## src/rtl/hop_pkg.sv

```systemverilog
package hop_pkg;
    typedef enum logic [2:0] {
        PH0 = 3'd0,
        PH1 = 3'd1,
        PH2 = 3'd2,
        PH3 = 3'd3,
        PH4 = 3'd4,
        PH5 = 3'd5
    } phase_t;

    localparam int PHASE_COUNT = 6;
endpackage

```

## src/rtl/chip_enable_gen.sv

```systemverilog
module chip_enable_gen
    import hop_pkg::*;
(
    input  logic clk,
    input  logic rst,
    input  logic carrier_i,
    output logic chip_en
);
    logic   car_q;
    logic   car_rise;
    phase_t phase_q;
    phase_t phase_d;
    logic   at_zero;
    logic   zero_q;

    // The previous-carrier register follows the input during reset,
    // so no spurious edge appears when reset is released.
    always_ff @(posedge clk) begin
        car_q <= carrier_i;
    end

    assign car_rise = carrier_i & ~car_q;

    always_ff @(posedge clk) begin
        if (rst) begin
            phase_q <= PH0;
        end else begin
            phase_q <= phase_d;
        end
    end

    always_comb begin
        phase_d = phase_q;
        unique case (phase_q)
            PH0: if (car_rise) phase_d = PH1;
            PH1: if (car_rise) phase_d = PH2;
            PH2: if (car_rise) phase_d = PH3;
            PH3: if (car_rise) phase_d = PH4;
            PH4: if (car_rise) phase_d = PH5;
            PH5: if (car_rise) phase_d = PH0;
            default: phase_d = PH0;
        endcase
    end

    assign at_zero = (phase_q == PH0);

    always_ff @(posedge clk) begin
        if (rst) begin
            zero_q <= 1'b1;
        end else begin
            zero_q <= at_zero;
        end
    end

    assign chip_en = at_zero & ~zero_q;
endmodule

```

## src/rtl/load_pulse_gen.sv

```systemverilog
module load_pulse_gen (
    input  logic clk,
    input  logic length_i,
    output logic load_pulse
);
    logic len_q;

    always_ff @(posedge clk) begin
        len_q <= length_i;
    end

    assign load_pulse = length_i ^ len_q;
endmodule

```

## src/rtl/pulse_delay.sv

```systemverilog
module pulse_delay #(
    parameter int DEPTH = 5,
    parameter int WIDTH = 2
) (
    input  logic             clk,
    input  logic             rst,
    input  logic [WIDTH-1:0] d,
    output logic [WIDTH-1:0] q
);
    generate
        if (DEPTH <= 1) begin : g_single
            logic [WIDTH-1:0] stage_q;
            always_ff @(posedge clk) begin
                if (rst) begin
                    stage_q <= '0;
                end else begin
                    stage_q <= d;
                end
            end
            assign q = stage_q;
        end else begin : g_chain
            logic [DEPTH-1:0][WIDTH-1:0] stage_q;
            always_ff @(posedge clk) begin
                if (rst) begin
                    stage_q <= '0;
                end else begin
                    stage_q <= {stage_q[DEPTH-2:0], d};
                end
            end
            assign q = stage_q[DEPTH-1];
        end
    endgenerate
endmodule

```

## src/rtl/lfsr_code.sv

```systemverilog
module lfsr_code #(
    parameter int REG_W  = 5,
    parameter int CODE_W = 4,
    parameter int TAP    = 2
) (
    input  logic              clk,
    input  logic              rst,
    input  logic              reload,
    input  logic              step,
    output logic [CODE_W-1:0] code,
    output logic              valid
);
    localparam logic [REG_W-1:0] SEED = '1;

    logic [REG_W-1:0] state_q;
    logic             feedback;

    assign feedback = state_q[REG_W-1] ^ state_q[TAP];

    always_ff @(posedge clk) begin
        if (rst) begin
            state_q <= SEED;
            valid   <= 1'b0;
        end else begin
            valid <= reload | step;
            if (reload) begin
                state_q <= SEED;
            end else if (step) begin
                state_q <= {state_q[REG_W-2:0], feedback};
            end
        end
    end

    assign code = state_q[REG_W-1 -: CODE_W];
endmodule

```

## src/rtl/hop_code_regen.sv

```systemverilog
module hop_code_regen #(
    parameter int REG_W       = 5,
    parameter int CODE_W      = 4,
    parameter int ALIGN_DEPTH = 5
) (
    input  logic              clk,
    input  logic              rst,
    input  logic              carrier_i,
    input  logic              length_i,
    output logic [CODE_W-1:0] code_o,
    output logic              code_valid_o
);
    localparam int FB_TAP = REG_W - 3;

    logic       chip_en;
    logic       load_pulse;
    logic [1:0] ctl_dly;
    logic       ld_dly;
    logic       en_dly;

    chip_enable_gen u_enable (
        .clk       (clk),
        .rst       (rst),
        .carrier_i (carrier_i),
        .chip_en   (chip_en)
    );

    load_pulse_gen u_load (
        .clk        (clk),
        .length_i   (length_i),
        .load_pulse (load_pulse)
    );

    pulse_delay #(
        .DEPTH (ALIGN_DEPTH),
        .WIDTH (2)
    ) u_align (
        .clk (clk),
        .rst (rst),
        .d   ({load_pulse, chip_en}),
        .q   (ctl_dly)
    );

    assign ld_dly = ctl_dly[1];
    assign en_dly = ctl_dly[0];

    lfsr_code #(
        .REG_W  (REG_W),
        .CODE_W (CODE_W),
        .TAP    (FB_TAP)
    ) u_lfsr (
        .clk    (clk),
        .rst    (rst),
        .reload (ld_dly),
        .step   (en_dly),
        .code   (code_o),
        .valid  (code_valid_o)
    );
endmodule

```

## config.mk

```make
export PLATFORM = sky130hd
export DESIGN_NAME = hop_code_regen
export DESIGN_NICKNAME = d
export VERILOG_FILES = /design/src/rtl/hop_pkg.sv /design/src/rtl/chip_enable_gen.sv /design/src/rtl/load_pulse_gen.sv /design/src/rtl/pulse_delay.sv /design/src/rtl/lfsr_code.sv /design/src/rtl/hop_code_regen.sv
export SDC_FILE = /design/constraint.sdc
export NUM_CORES = 1
export LEC_CHECK = 0
export ABC_AREA = 0
export CORE_MARGIN = 5
export CORE_UTILIZATION = 46
export DETAILED_ROUTE_END_ITERATION = 12
export HOLD_SLACK_MARGIN = 0.03
export PLACE_DENSITY_LB_ADDON = 0.1
export SLEW_MARGIN = 10
export SYNTH_ARGS = -nofsm -noshare
export SYNTH_HDL_FRONTEND = slang
export SYNTH_SLANG_ARGS = --single-unit
```

## constraint.sdc

```tcl
create_clock -name clk -period 1 [get_ports clk]
set_input_delay 0.2 -clock clk [delete_from_list [all_inputs] [get_ports clk]]
set_output_delay 0.2 -clock clk [all_outputs]
set_load 0.01 [all_outputs]
```

* Yosys cells after proc, flatten, opt, wreduce, memory -nomap -nowiden
Index checks and enable logic that the tools add are counted.
** Word-level totals
- Flip-flop bits (word level) :: 22
- Output and inout bits :: 5
- Word-level logic and storage cells :: 39
- Input bits :: 4
** Cells by class
- Bitwise operators :: 7
- Reductions and logical operators :: 3
- Equality and inequality tests :: 11
- Multiplexer cells :: 7
** Operators with widths (count)
- 2-to-1 mux 3 bit :: 6
- one-hot mux 3 bit (6 select lines) :: 1
- != test 2 x 1 -> 1 bit, second input constant :: 6
- == test 3 x 2 -> 1 bit, second input constant :: 2
- == test 3 bit, second input constant :: 2
- AND reduction 6 bit :: 1
- == test 3 x 1 -> 1 bit, second input constant :: 1
- logical NOT 3 bit :: 1
- bitwise AND 1 bit :: 2
- inverter 1 bit :: 2
- OR reduction 2 bit :: 1
- bitwise XOR 1 bit :: 2
- OR 1 bit :: 1

* Logic depth before layout (Yosys ltp)
Gate-level depths: netlist (run 1).
- Depth after elaboration :: 4
- Gate-level depth with buffers :: 3
- Mapped depth without buffers :: 3

* By module
Synthesis (run 1) repeated with hierarchy kept, for this count alone.
** Second synthesis, totals
- Cells, all modules :: 66
- Area total of the unflattened synthesis :: 762.0 sq um
** By module, submodules not included
- pulse_delay :: sequential area each 200.2 sq um, cells each 22, area each 277.8 sq um, times used 1
- lfsr_code :: sequential area each 120.1 sq um, cells each 25, area each 255.2 sq um, times used 1
- chip_enable_gen :: sequential area each 100.1 sq um, cells each 17, area each 200.2 sq um, times used 1
- load_pulse_gen :: sequential area each 20.0 sq um, cells each 2, area each 28.8 sq um, times used 1

* Worst setup path after synthesis (run 1)
OpenSTA, ideal clock, no wires.
- Path kind :: register to register
- From :: reg u_enable.car_q
- To :: reg u_enable.phase_q[2]
- Setup slack :: 0.036 ns
- Stages on the path, launching flop included :: 4
- Data arrival time :: 0.848 ns
- Path buffers :: 0
- Setup time :: 0.116 ns
- Clock period less this slack :: 0.964 ns
- Required time :: 0.884 ns
- Cells stage by stage :: dfxtp_1 and3b_4 nor4b_2 a31o_2
** On the way
- Cells in the longest elaborated chain, start to end :: 4
- Elaborated cells on any way between the ends :: 9
- Classes of those cells :: eq/ne (6); bitwise (2); reduce/logical (1)
** Ends and longest elaborated chain
- start: declaration :: RTL line chip_enable_gen.sv:9 : logic car_q;
- start signal: assignment :: RTL line chip_enable_gen.sv:19 : car_q <= carrier_i;
- inverter 1 bit (*) :: RTL line chip_enable_gen.sv:22 : assign car_rise = carrier_i & ~car_q;
- bitwise AND 1 bit (*) :: RTL line chip_enable_gen.sv:22
- != test 2 x 1 -> 1 bit (no line)
- AND reduction 6 bit (no line) (*)
- end signal: assignment :: RTL line chip_enable_gen.sv:28 : phase_q <= phase_d;
- end: declaration :: RTL line chip_enable_gen.sv:11 : phase_t phase_q;
Mark *: on every way between the ends. The rest lies on a longest branch, timed or not.
A chain may end at the register's enable or synchronous reset.

* Final worst setup path (run 1)
Ends and elaborated chain as after synthesis.

==> results by group, run 1 <==
Outcome
  • Outcome: complete, but fails checks
  • Failing checks: setup timing

Detailed routing
  • WL per Instance: between 10 and 15 um
  • ANT nets after route: 0
  • DRC Markers: 0
  • Via-to-Cell Ratio: between 4 and 5
  • Routed WL: roughly 1000 um
  • Detailed Route Iter0 Violations: 2
  • Via count: 461
  • First-pass DRT Iterations: 2

Logic synthesis
  • Synthesized area: approximately 740 sq um
  • Syn Area/Cell: about 12 sq um
  • Post-Synth XOR/XNOR Area: 3.559%
  • Largest family of logic cells by synthesized area: simple AND/OR/NAND/NOR gates
  • Post-Synthesis Net Count: 68
  • Post-Synth Adder-Cell Area: 0%
  • Compound-Gate Fraction of Synth Area: roughly 4.7%
  • Simple-Gate Fraction of Synth Area: 20.34%
  • EDFF count, synth: 0
  • Multiplexer share of the synthesized area: under 10%
  • Synth Instances: 64
  • Yosys warning count: 0
  • Synth Flop Type: dfxtp_1
  • Netlist cell types: 21
  • Number of synthesized register bits: 22
  • Register area share after synthesis: 59.66%
  • Asr flop ratio synth: 0%

STA
  • Min Clock Period, post-route: 1.034 ns
  • Worst clock skew: just under 0.009 ns
  • Setup slack after layout: -0.03376 ns
  • Pins Over Slew Limit: 0
  • Unrepaired setup endpoints after global routing: true
  • Final hold vios: 0
  • Fin Setup TNS: -0.03376 ns
  • Max Fclk: roughly 0.97 GHz
  • Final cycle utilization of the critical path: 103.4%
  • Worst Tran Pin Value: 0.2772 ns
  • Endpoints failing setup: 1
  • Rel. slew slack: between 80% and 90%
  • Hold WS: just under 0.4 ns

CTS
  • CTS tree: done
  • Clock-pin slew on the worst setup and hold paths: about 0.12 ns
  • CTS Hold Buffers Added: 0
  • Num CTS Buffers: 3
  • Clock sinks: 22
  • CTS H-Tree Depth: 1
  • Clk_lat worst skew: around 0.30 ns
  • Max Root-Sink Buffers: 2
  • Clk root buf: clkbuf_4

Global route
  • Largest net degree at the start of global routing: 14
  • Number of global-route vias before repair: between 400 and 500
  • GRT overflow: 0
  • Gr usage total: a little under a tenth
  • First-pass GRT wire length: ~1800 um
  • Initial antenna violation count: 0

Worst setup path
  • Crit Path Class: flip-flop to flip-flop
  • CP max FO: 4
  • Worst EP arrival: 1.23 ns
  • Reg2Reg Setup Slack: -0.03 ns
  • Required @ worst endpoint: between 1 and 1.5 ns
  • Setup crit start kind: flip-flop
  • FF-to-FF End: u_enable.phase_q[2]
  • R2R depth: 3
  • RR Startpoint: u_enable.car_q
  • CP Capture Type: flip-flop

Pwr
  • Cell area power density: 1793 nW/um^2
  • Max IR drop VDD: around 0.9 mV
  • Leak Pwr: between 0.0003 and 0.0004 uW

Cells and area
  • Layout cell share with drive strength beyond 1: 37.97%
  • Non-Filler Instances: 95
  • Multi-input logic area: approximately 250 sq um
  • Fillcell total: ~140
  • Area Growth Syn to Fin: 24.24%
  • Most common cell after layout, fill and taps aside: dfxtp_1
  • Final core occ: between 60% and 70%
  • Commonest cells after routing, fill and taps aside: 16 x dfxtp_1, 8 x buf_4, 6 x nor2b_1, 6 x dfxtp_2, 5 x nor2_1
  • Reg area: about 450 sq um
  • N_diodes: 0
  • Final #Nets: 84

Floorplan
  • Num ports: 9
  • Core Area: approximately 1500 sq um
  • Die Height: between 50 and 60 um
  • FP Rows: 14
  • Chip width: 50.06 um
  • Initial cell density of the core: slightly below 50%
  • DIE AREA: 2506 sq um

Min path
  • Worst hold path class: input port to flip-flop
  • Hold Path Origin: length_i
  • Min-Delay Endpoint: u_load.len_q
  • Worst hold path depth: 1

Placed design
  • RePlAce Congestion: 0.6657
  • HPWL Detailed: between 800 and 900 um
  • PortBufs: 8
  • DP Cell Count: 91

Run
  • Maximum capacitance violations: 0
[metal layers]
metal	routed length, um	vias up	GRT usage, %	share of wire [%]
met5	0	-	0	0
met4	0	0	3.930	0
met3	53	0	3.916	5.1
met2	555	5	17.15	54
met1	423	218	9.375	41
li1	-	238	-	-
[critical path, cell delays in order (launching register included)]
cell and delay (ns):
dfxtp_2 0.34, and3b_4 0.32, nor4b_2 0.05, a31o_2 0.21
[cells in the mapped netlist (2+ instances only)]
| cell | instances | area [sq um] |
|---|---|---|
| and2b_1 | 2 | 15.01 |
| xnor2_1 | 3 | 26.28 |
| nand2_1 | 4 | 15.01 |
| nor2_1 | 5 | 18.77 |
| dfxtp_1 | 22 | 440.4 |
| buf_4 | 5 | 37.54 |
| nor2b_1 | 6 | 37.54 |
| mux2i_1 | 4 | 40.04 |
[area by class of cell]
type / instances / area share, %
Sequential cell: 22 / 48.84
Multi-Input combinational cell: 35 / 27.42
Timing Repair Buffer: 17 / 15.42
Clock inverter: 1 / 3.274
Clock buffer: 3 / 2.456
Tap cell: 16 / 2.183
Inverter: 1 / 0.4093
[kinds of logic (layout without fill, tap and decap cells)]
group,after synthesis,count (layout)
simple gates,24,24
compound gates,4,4
buf+inv,7,22
mux,4,4
xor+xnor,3,3
flops,22,22
[worst max path at each step]
stage / startpoint / end
floorplan: u_enable.car_q / u_enable.phase_q[2]
global placement: carrier_i / u_enable.phase_q[2]
detailed placement: carrier_i / u_enable.phase_q[2]
CTS: u_enable.car_q / u_enable.phase_q[2]
global route: u_enable.car_q / u_enable.phase_q[2]
finish: u_enable.car_q / u_enable.phase_q[2]
[report_power, final]
part	leakage, uW	switching (uW)	internal, uW	total (uW)
combinational	0.000154	33.5	50.5	84.0
sequential	0.000178	9.98	899	909
clock	0.0000279	247	405	652
[state kept, by name, indices dropped and copies added, names as in the netlist]
signal / flops
u_enable.car_q: 1
u_enable.phase_q: 3
u_align.q: 2
u_lfsr.state_q: 5
u_load.len_q: 1
u_lfsr.valid: 1
u_enable.zero_q: 1
u_align.g_chain.stage_q: 8
[through the flow]
stage	area [sq um]	power [uW]	worst slack (ns)
after floorplan	738.2	966.3	0.03598
after global placement	875.8	1011	-0.2962
after detailed placement	875.8	1014	-0.3440
after CTS	909.6	1670	-0.03364
after global routing	917.1	1720	-0.07006
final	917.1	1645	-0.03376
[what timing repair did]
action	CTS	global route
pin swaps	0	0
gates resized for setup	25	2
buffers inserted	0	0
endpoints found under the setup margin	7	7
No activity file was read; power rests on OpenSTA's default activity.
==> inputs of run 2 (changes only) <==
- MAX_ROUTING_LAYER: default -> met4
==> run 2 against run 1 <==
The run still ends with setup timing left; combinational power barely moved; hold slack hardly changed; clock-buffer cell count stayed put; register-to-register slack about the same; sequential cell count did not move; maximum frequency about the same; via count increased by 0.43%; clock skew barely moved; setup slack about the same; sequential power barely moved; non-clock buffer count did not move; critical path type unchanged; critical endpoint unchanged; largest power group unchanged.
==> results by group, run 2 (synthesized netlist as in run 1, its figures left out) <==
Detailed routing
  • Detailed Route Iter0 Violations: 2
  • First-pass DRT Iterations: 2
  • M1 WL: ~420 um
  • Via count: about 460
  • Via-to-Cell Ratio: 4.874
  • WL met3: 51 um
  • ANT nets after route: 0
  • Routed WL: about 1000 um
  • DRC Markers: 0
  • Met2 routed WL: 548 um
  • Top Metal Used: met4
  • WL per Instance: 10.87 um

Cells and area
  • Largest Register: u_align.g_chain.stage_q
  • Fillcell total: 138
  • Reg area: about 450 sq um
  • N_diodes: 0
  • Area Growth Syn to Fin: 24.24%
  • Largest register FFs: 8
  • Final #Nets: 84
  • Non-Filler Instances: between 90 and 100
  • Commonest cells after routing, fill and taps aside: 16 x dfxtp_1, 8 x buf_4, 6 x nor2b_1, 6 x dfxtp_2, 5 x nor2_1
  • Fin area: roughly 900 sq um
  • Multi-input logic area: approximately 250 sq um
  • Largest regs: u_align.g_chain.stage_q (8), u_lfsr.state_q (5), u_enable.phase_q (3)
  • Most common cell after layout, fill and taps aside: dfxtp_1
  • Final core occ: between 60% and 70%
  • Layout cell share with drive strength beyond 1: 37.97%

Pwr
  • P_int: ~1400 uW
  • Combinational Power Share: between 5 and 6%
  • Sw Share: between 10% and 20%
  • Max IR drop VDD: about 0.9 mV
  • Leak Pwr: between 0.0003 and 0.0004 uW
  • Sequential share of power: 55.3%
  • Cell area power density: approximately 1800 nW/um^2
  • Share of total power in the clock network: between 30% and 40%
  • NetSw: 290.4 uW

STA
  • Hold WS: between 0.3 and 0.4 ns
  • Rel. slew slack: around four fifths
  • Endpoints failing setup: 1
  • Max Fclk: 0.9674 GHz
  • Worst Tran Pin Value: 0.2774 ns
  • Setup slack after layout: -0.03372 ns
  • Pins Over Slew Limit: 0
  • Final cycle utilization of the critical path: 103.4%
  • Final hold vios: 0
  • Worst clock skew: approximately 0.0087 ns
  • Min Clock Period, post-route: 1.034 ns
  • Unrepaired setup endpoints after global routing: true

Placed design
  • DP Cell Count: 91
  • Placed Area: between 800 and 900 sq um
  • RePlAce Congestion: around 0.67
  • PortBufs: 8
  • HPWL Detailed: 807.7 um

Min path
  • Worst hold path class: input port to flip-flop
  • Hold Path Origin: length_i
  • Worst hold path depth: 1
  • Min-Delay Endpoint: u_load.len_q

CTS
  • Clock-pin slew on the worst setup and hold paths: about 0.12 ns
  • Setup bufs post-CTS: 0
  • CTS tree: done
  • Clock sinks: 22
  • Max Root-Sink Buffers: 2
  • CTS H-Tree Depth: 1
  • Num CTS Buffers: 3
  • Clk_lat worst skew: approximately 0.3 ns
  • Clk root buf: clkbuf_4

Floorplan
  • Die Height: ~50 um
  • Num ports: 9
  • Initial cell density of the core: around 49%
  • DIE AREA: ~2500 sq um
  • Core Area: ~1500 sq um
  • FP Rows: 14
  • Chip width: between 50 and 60 um

Worst setup path
  • Critical path startpoint: u_enable.car_q
  • RR Startpoint: u_enable.car_q
  • Crit Path Class: flip-flop to flip-flop
  • CP max FO: 4
  • Setup crit start kind: flip-flop
  • Reg2Reg Setup Slack: -0.03 ns
  • Worst EP arrival: roughly 1.2 ns
  • R2R depth: 3
  • Required @ worst endpoint: 1.20 ns
  • FF-to-FF End: u_enable.phase_q[2]
  • CP Capture Type: flip-flop

Global route
  • Number of global-route vias before repair: 430
  • First-pass GRT wire length: approximately 1800 um
  • Gr usage total: under 10%
  • Initial antenna violation count: 0
  • Largest net degree at the start of global routing: 14
  • GRT overflow: 0

Outcome
  • Failing checks: setup timing
  • Outcome: complete, but fails checks

Run
  • Maximum capacitance violations: 0
==> run 2: cell counts in the layout (fill, tap and decap cells not counted) <==
Identical to the previous run, type by type.
==> run 2: final cells by class <==
cell class                      count  area share (%)
Multi-Input combinational cell     35           27.42
Clock inverter                      1           3.274
Inverter                            1          0.4093
Timing Repair Buffer               17           15.42
Sequential cell                    22           48.84
Clock buffer                        3           2.456
Tap cell                           16           2.183
==> run 2: stage by stage <==
step                      setup WS [ns]   TNS, ns  total power (uW)
final                          -0.03372  -0.03372              1644
after global routing           -0.07006  -0.09584              1720
after CTS                      -0.03364  -0.03576              1670
after detailed placement        -0.3440    -4.116              1014
after global placement          -0.2962    -3.875              1011
after floorplan                 0.03598         0             966.3
==> run 2: how the worst max path moves through the flow <==
stage                           to  slack, ns  depth (start not counted)
6_report       u_enable.phase_q[2]      -0.03                          3
3_5_place_dp   u_enable.phase_q[2]      -0.34                          4
4_1_cts        u_enable.phase_q[2]      -0.03                          3
5_1_grt        u_enable.phase_q[2]      -0.07                          3
3_3_place_gp   u_enable.phase_q[2]      -0.30                          4
2_1_floorplan  u_enable.phase_q[2]       0.04                          3
==> run 2: repair_timing <==
item | CTS | global route
hold buffers | 0 | 0
gates resized for setup | 25 | 2
setup endpoints to repair | 7 | 7
pin swaps | 0 | 0
==> run 2: critical path: stages, from the launching register on <==
cell,delay (ns)
dfxtp_2,0.34
and3b_4,0.32
nor4b_2,0.05
a31o_2,0.21
==> run 2: routing by layer <==
metal	up-vias	GRT usage (%)
li1	238	-
met2	5	17.15
met5	-	-
met4	0	3.930
met1	218	9.375
met3	2	3.916
==> run 2: power groups by stage <==
stage,Clock (uW),Combinational (uW),Sequential (uW)
after floorplan,0,39.5,927
after global placement,0,83.1,928
after detailed placement,0,85.5,929
after CTS,675,85.5,909
after global routing,716,92.5,911
final,652,84.0,909
==> inputs of run 3 (changes only) <==
- SETUP_SLACK_MARGIN: default -> 0.4
- SKIP_LAST_GASP: default -> 1
==> run 3 against run 2 <==
Critical path depth did not move; critical endpoint unchanged; clock-buffer cell count did not move; die area unchanged; sequential share of layout area decreased by 2.9 points; critical path type unchanged; clock power is 1% higher; combinational power is 8.5% lower; routed wire length rose by 3.2%; maximum frequency rose by 1.9%; cell area rose by 10%; sequential cell count did not move; non-clock buffer count grew 1; total power is 0.14% lower; the flow still finishes with violations (setup timing).
==> results by group, run 3 (synthesized netlist as in run 1, its figures left out) <==
Outcome
  • Outcome: complete, but fails checks
  • Failing checks: setup timing

Pwr
  • NetSw: ~300 uW
  • Leak Pwr: between 0.0003 and 0.0004 uW
  • Sw Share: between 10% and 20%
  • P_int: 1341 uW
  • Share of total power in the clock network: between 40% and 50%
  • Combinational Power Share: 4.7%
  • Max IR drop VDD: between 1 and 1.5 mV
  • Sequential share of power: between 50% and 60%
  • Cell area power density: between 1500 and 2000 nW/um^2

CTS
  • Max Root-Sink Buffers: 2
  • Clock sinks: 22
  • CTS H-Tree Depth: 1
  • Num CTS Buffers: 3
  • Clock-pin slew on the worst setup and hold paths: 0.12 ns
  • CTS tree: done
  • Clk_lat worst skew: around 0.30 ns
  • CTS Hold Buffers Added: 0
  • Clk root buf: clkbuf_4

Detailed routing
  • Routed WL: around 1100 um
  • WL per Instance: roughly 11 um
  • ANT nets after route: 0
  • First-pass DRT Iterations: 2
  • DRC Markers: 0
  • Via-to-Cell Ratio: 4.750
  • Via count: 456
  • Detailed Route Iter0 Violations: 1

STA
  • Final cycle utilization of the critical path: 101.5%
  • Endpoints failing setup: 1
  • Pins Over Slew Limit: 0
  • Worst Tran Pin Value: 0.2437 ns
  • Min Clock Period, post-route: about 1 ns
  • Final hold vios: 0
  • Rel. slew slack: a little over four fifths
  • Worst clock skew: roughly 0.0071 ns
  • Max Fclk: around 0.99 GHz
  • Setup slack after layout: -0.01477 ns
  • Unrepaired setup endpoints after global routing: true
  • Hold WS: 0.1502 ns

Worst setup path
  • Critical path's top delay family: simple AND/OR/NAND/NOR gates
  • Worst EP arrival: roughly 1.2 ns
  • Crit-path slowest cell: dfxtp_2
  • Buf/Inv on CP: 0
  • Worst path max stage delay: about 0.33 ns
  • R2R depth: 3
  • Crit Path Class: flip-flop to flip-flop
  • Required @ worst endpoint: approximately 1.2 ns
  • Setup crit start kind: flip-flop
  • CP Capture Type: flip-flop
  • Number of cells on the critical path: 3
  • CP cell instances: and3b_4 > nor4b_2 > a31o_2
  • CP max FO: 4

Min path
  • Worst hold path class: input port to flip-flop
  • Worst hold path depth: 1

Cells and area
  • Largest Register: u_align.g_chain.stage_q
  • N_diodes: 0
  • Largest regs: u_align.g_chain.stage_q (8), u_lfsr.state_q (5), u_enable.phase_q (3)
  • Fin area: between 1000 and 1500 sq um
  • Fillcell total: around 130
  • Area Growth Syn to Fin: 36.61%
  • Layout cell share with drive strength beyond 1: between 50% and 60%
  • Final #Nets: between 80 and 90
  • Largest register FFs: 8
  • Commonest cells after routing, fill and taps aside: 10 x buf_6, 10 x dfxtp_1, 9 x dfxtp_2

Global route
  • Largest net degree at the start of global routing: 14
  • Number of global-route vias before repair: about 460
  • GRT overflow: 0
  • First-pass GRT wire length: 1780 um
  • Initial antenna violation count: 0
  • Gr usage total: under 10%

Floorplan
  • Num ports: 9
  • Chip width: about 50 um
  • Core Area: between 1500 and 2000 sq um
  • DIE AREA: 2506 sq um
  • Initial cell density of the core: around half
  • Die Height: 50.06 um
  • FP Rows: 14

Placed design
  • HPWL Detailed: 654.3 um
  • RePlAce Congestion: a little under 0.7
  • PortBufs: 8
  • Placed Area: roughly 860 sq um

Run
  • Maximum capacitance violations: 0
==> run 3: cell types whose count changed in the layout (fill, tap and decap cells not counted), moves of 2 or more <==
cell	before	now
dlygate4sd2_1	0	2
dfxtp_4	0	3
buf_2	4	1
buf_4	8	4
dfxtp_1	16	10
clkdlybuf4s50_1	3	1
buf_6	1	10
dfxtp_2	6	9
nor2_1	5	3
==> run 3: what timing repair did <==
action / 4_1_cts / 5_1_grt
pin swaps: 3 / 4
resized for setup: 36 / 10
endpoints found under the hold margin: 0 / 0
buffers inserted: 1 / 2
gates cloned: 1 / 0
setup endpoints to repair: 25 / 17
==> run 3: per-stage QoR <==
step	util (%)	worst slack [ns]	total power, uW	std cells	setup TNS [ns]
6_report	66.94	-0.01477	1642	96	-0.01477
5_1_grt	66.94	-0.04715	1737	96	-0.09287
2_1_floorplan	-	0.04255	970.5	64	0
4_1_cts	62.87	-0.002980	1663	94	-0.002980
3_3_place_gp	56.89	-0.2881	995.4	88	-2.976
3_5_place_dp	56.89	-0.3111	996.4	88	-3.087
==> run 3: power groups by stage <==
stage	clock network, uW	registers, uW	logic [uW]
finish	659	906	76.9
global route	742	910	85.5
CTS	684	907	72.1
detailed placement	0	930	66.6
global placement	0	930	65.7
floorplan	0	927	43.3
==> run 3: final cells by class <==
cell class	instances	area, sq um	area share (%)
sequential	22	462.9	45.91
multi-input combinational	35	294.0	29.16
timing repair buffer	18	175.2	17.37
clock inverter	1	30.03	2.978
clock buffer	3	22.52	2.233
tap	16	20.02	1.985
inverter	1	3.754	0.3722
==> run 3: worst paths after layout <==
| path | slack, ns | end | start |
|---|---|---|---|
| setup / recovery | -0.01 | u_enable.phase_q[2] | u_enable.car_q |
| hold / removal | 0.15 | u_load.len_q | length_i |
| setup reg to reg | -0.01 | u_enable.phase_q[2] | u_enable.car_q |
| hold reg to reg | 0.41 | u_align.g_chain.stage_q[0] | u_enable.zero_q |
==> run 3: layer usage <==
metal	vias up	part of all wire (%)	GRT usage [%]
met3	0	4.3	2.711
met2	6	52	14.85
met4	0	0	7.860
li1	244	-	-
met5	-	0	-
met1	206	44	10.28
==> run 3: worst register-to-register path, cell delays in order (launching register included) <==
cell and delay, ns:
dfxtp_2 0.33, and3b_4 0.33, nor4b_2 0.06, a31o_2 0.20
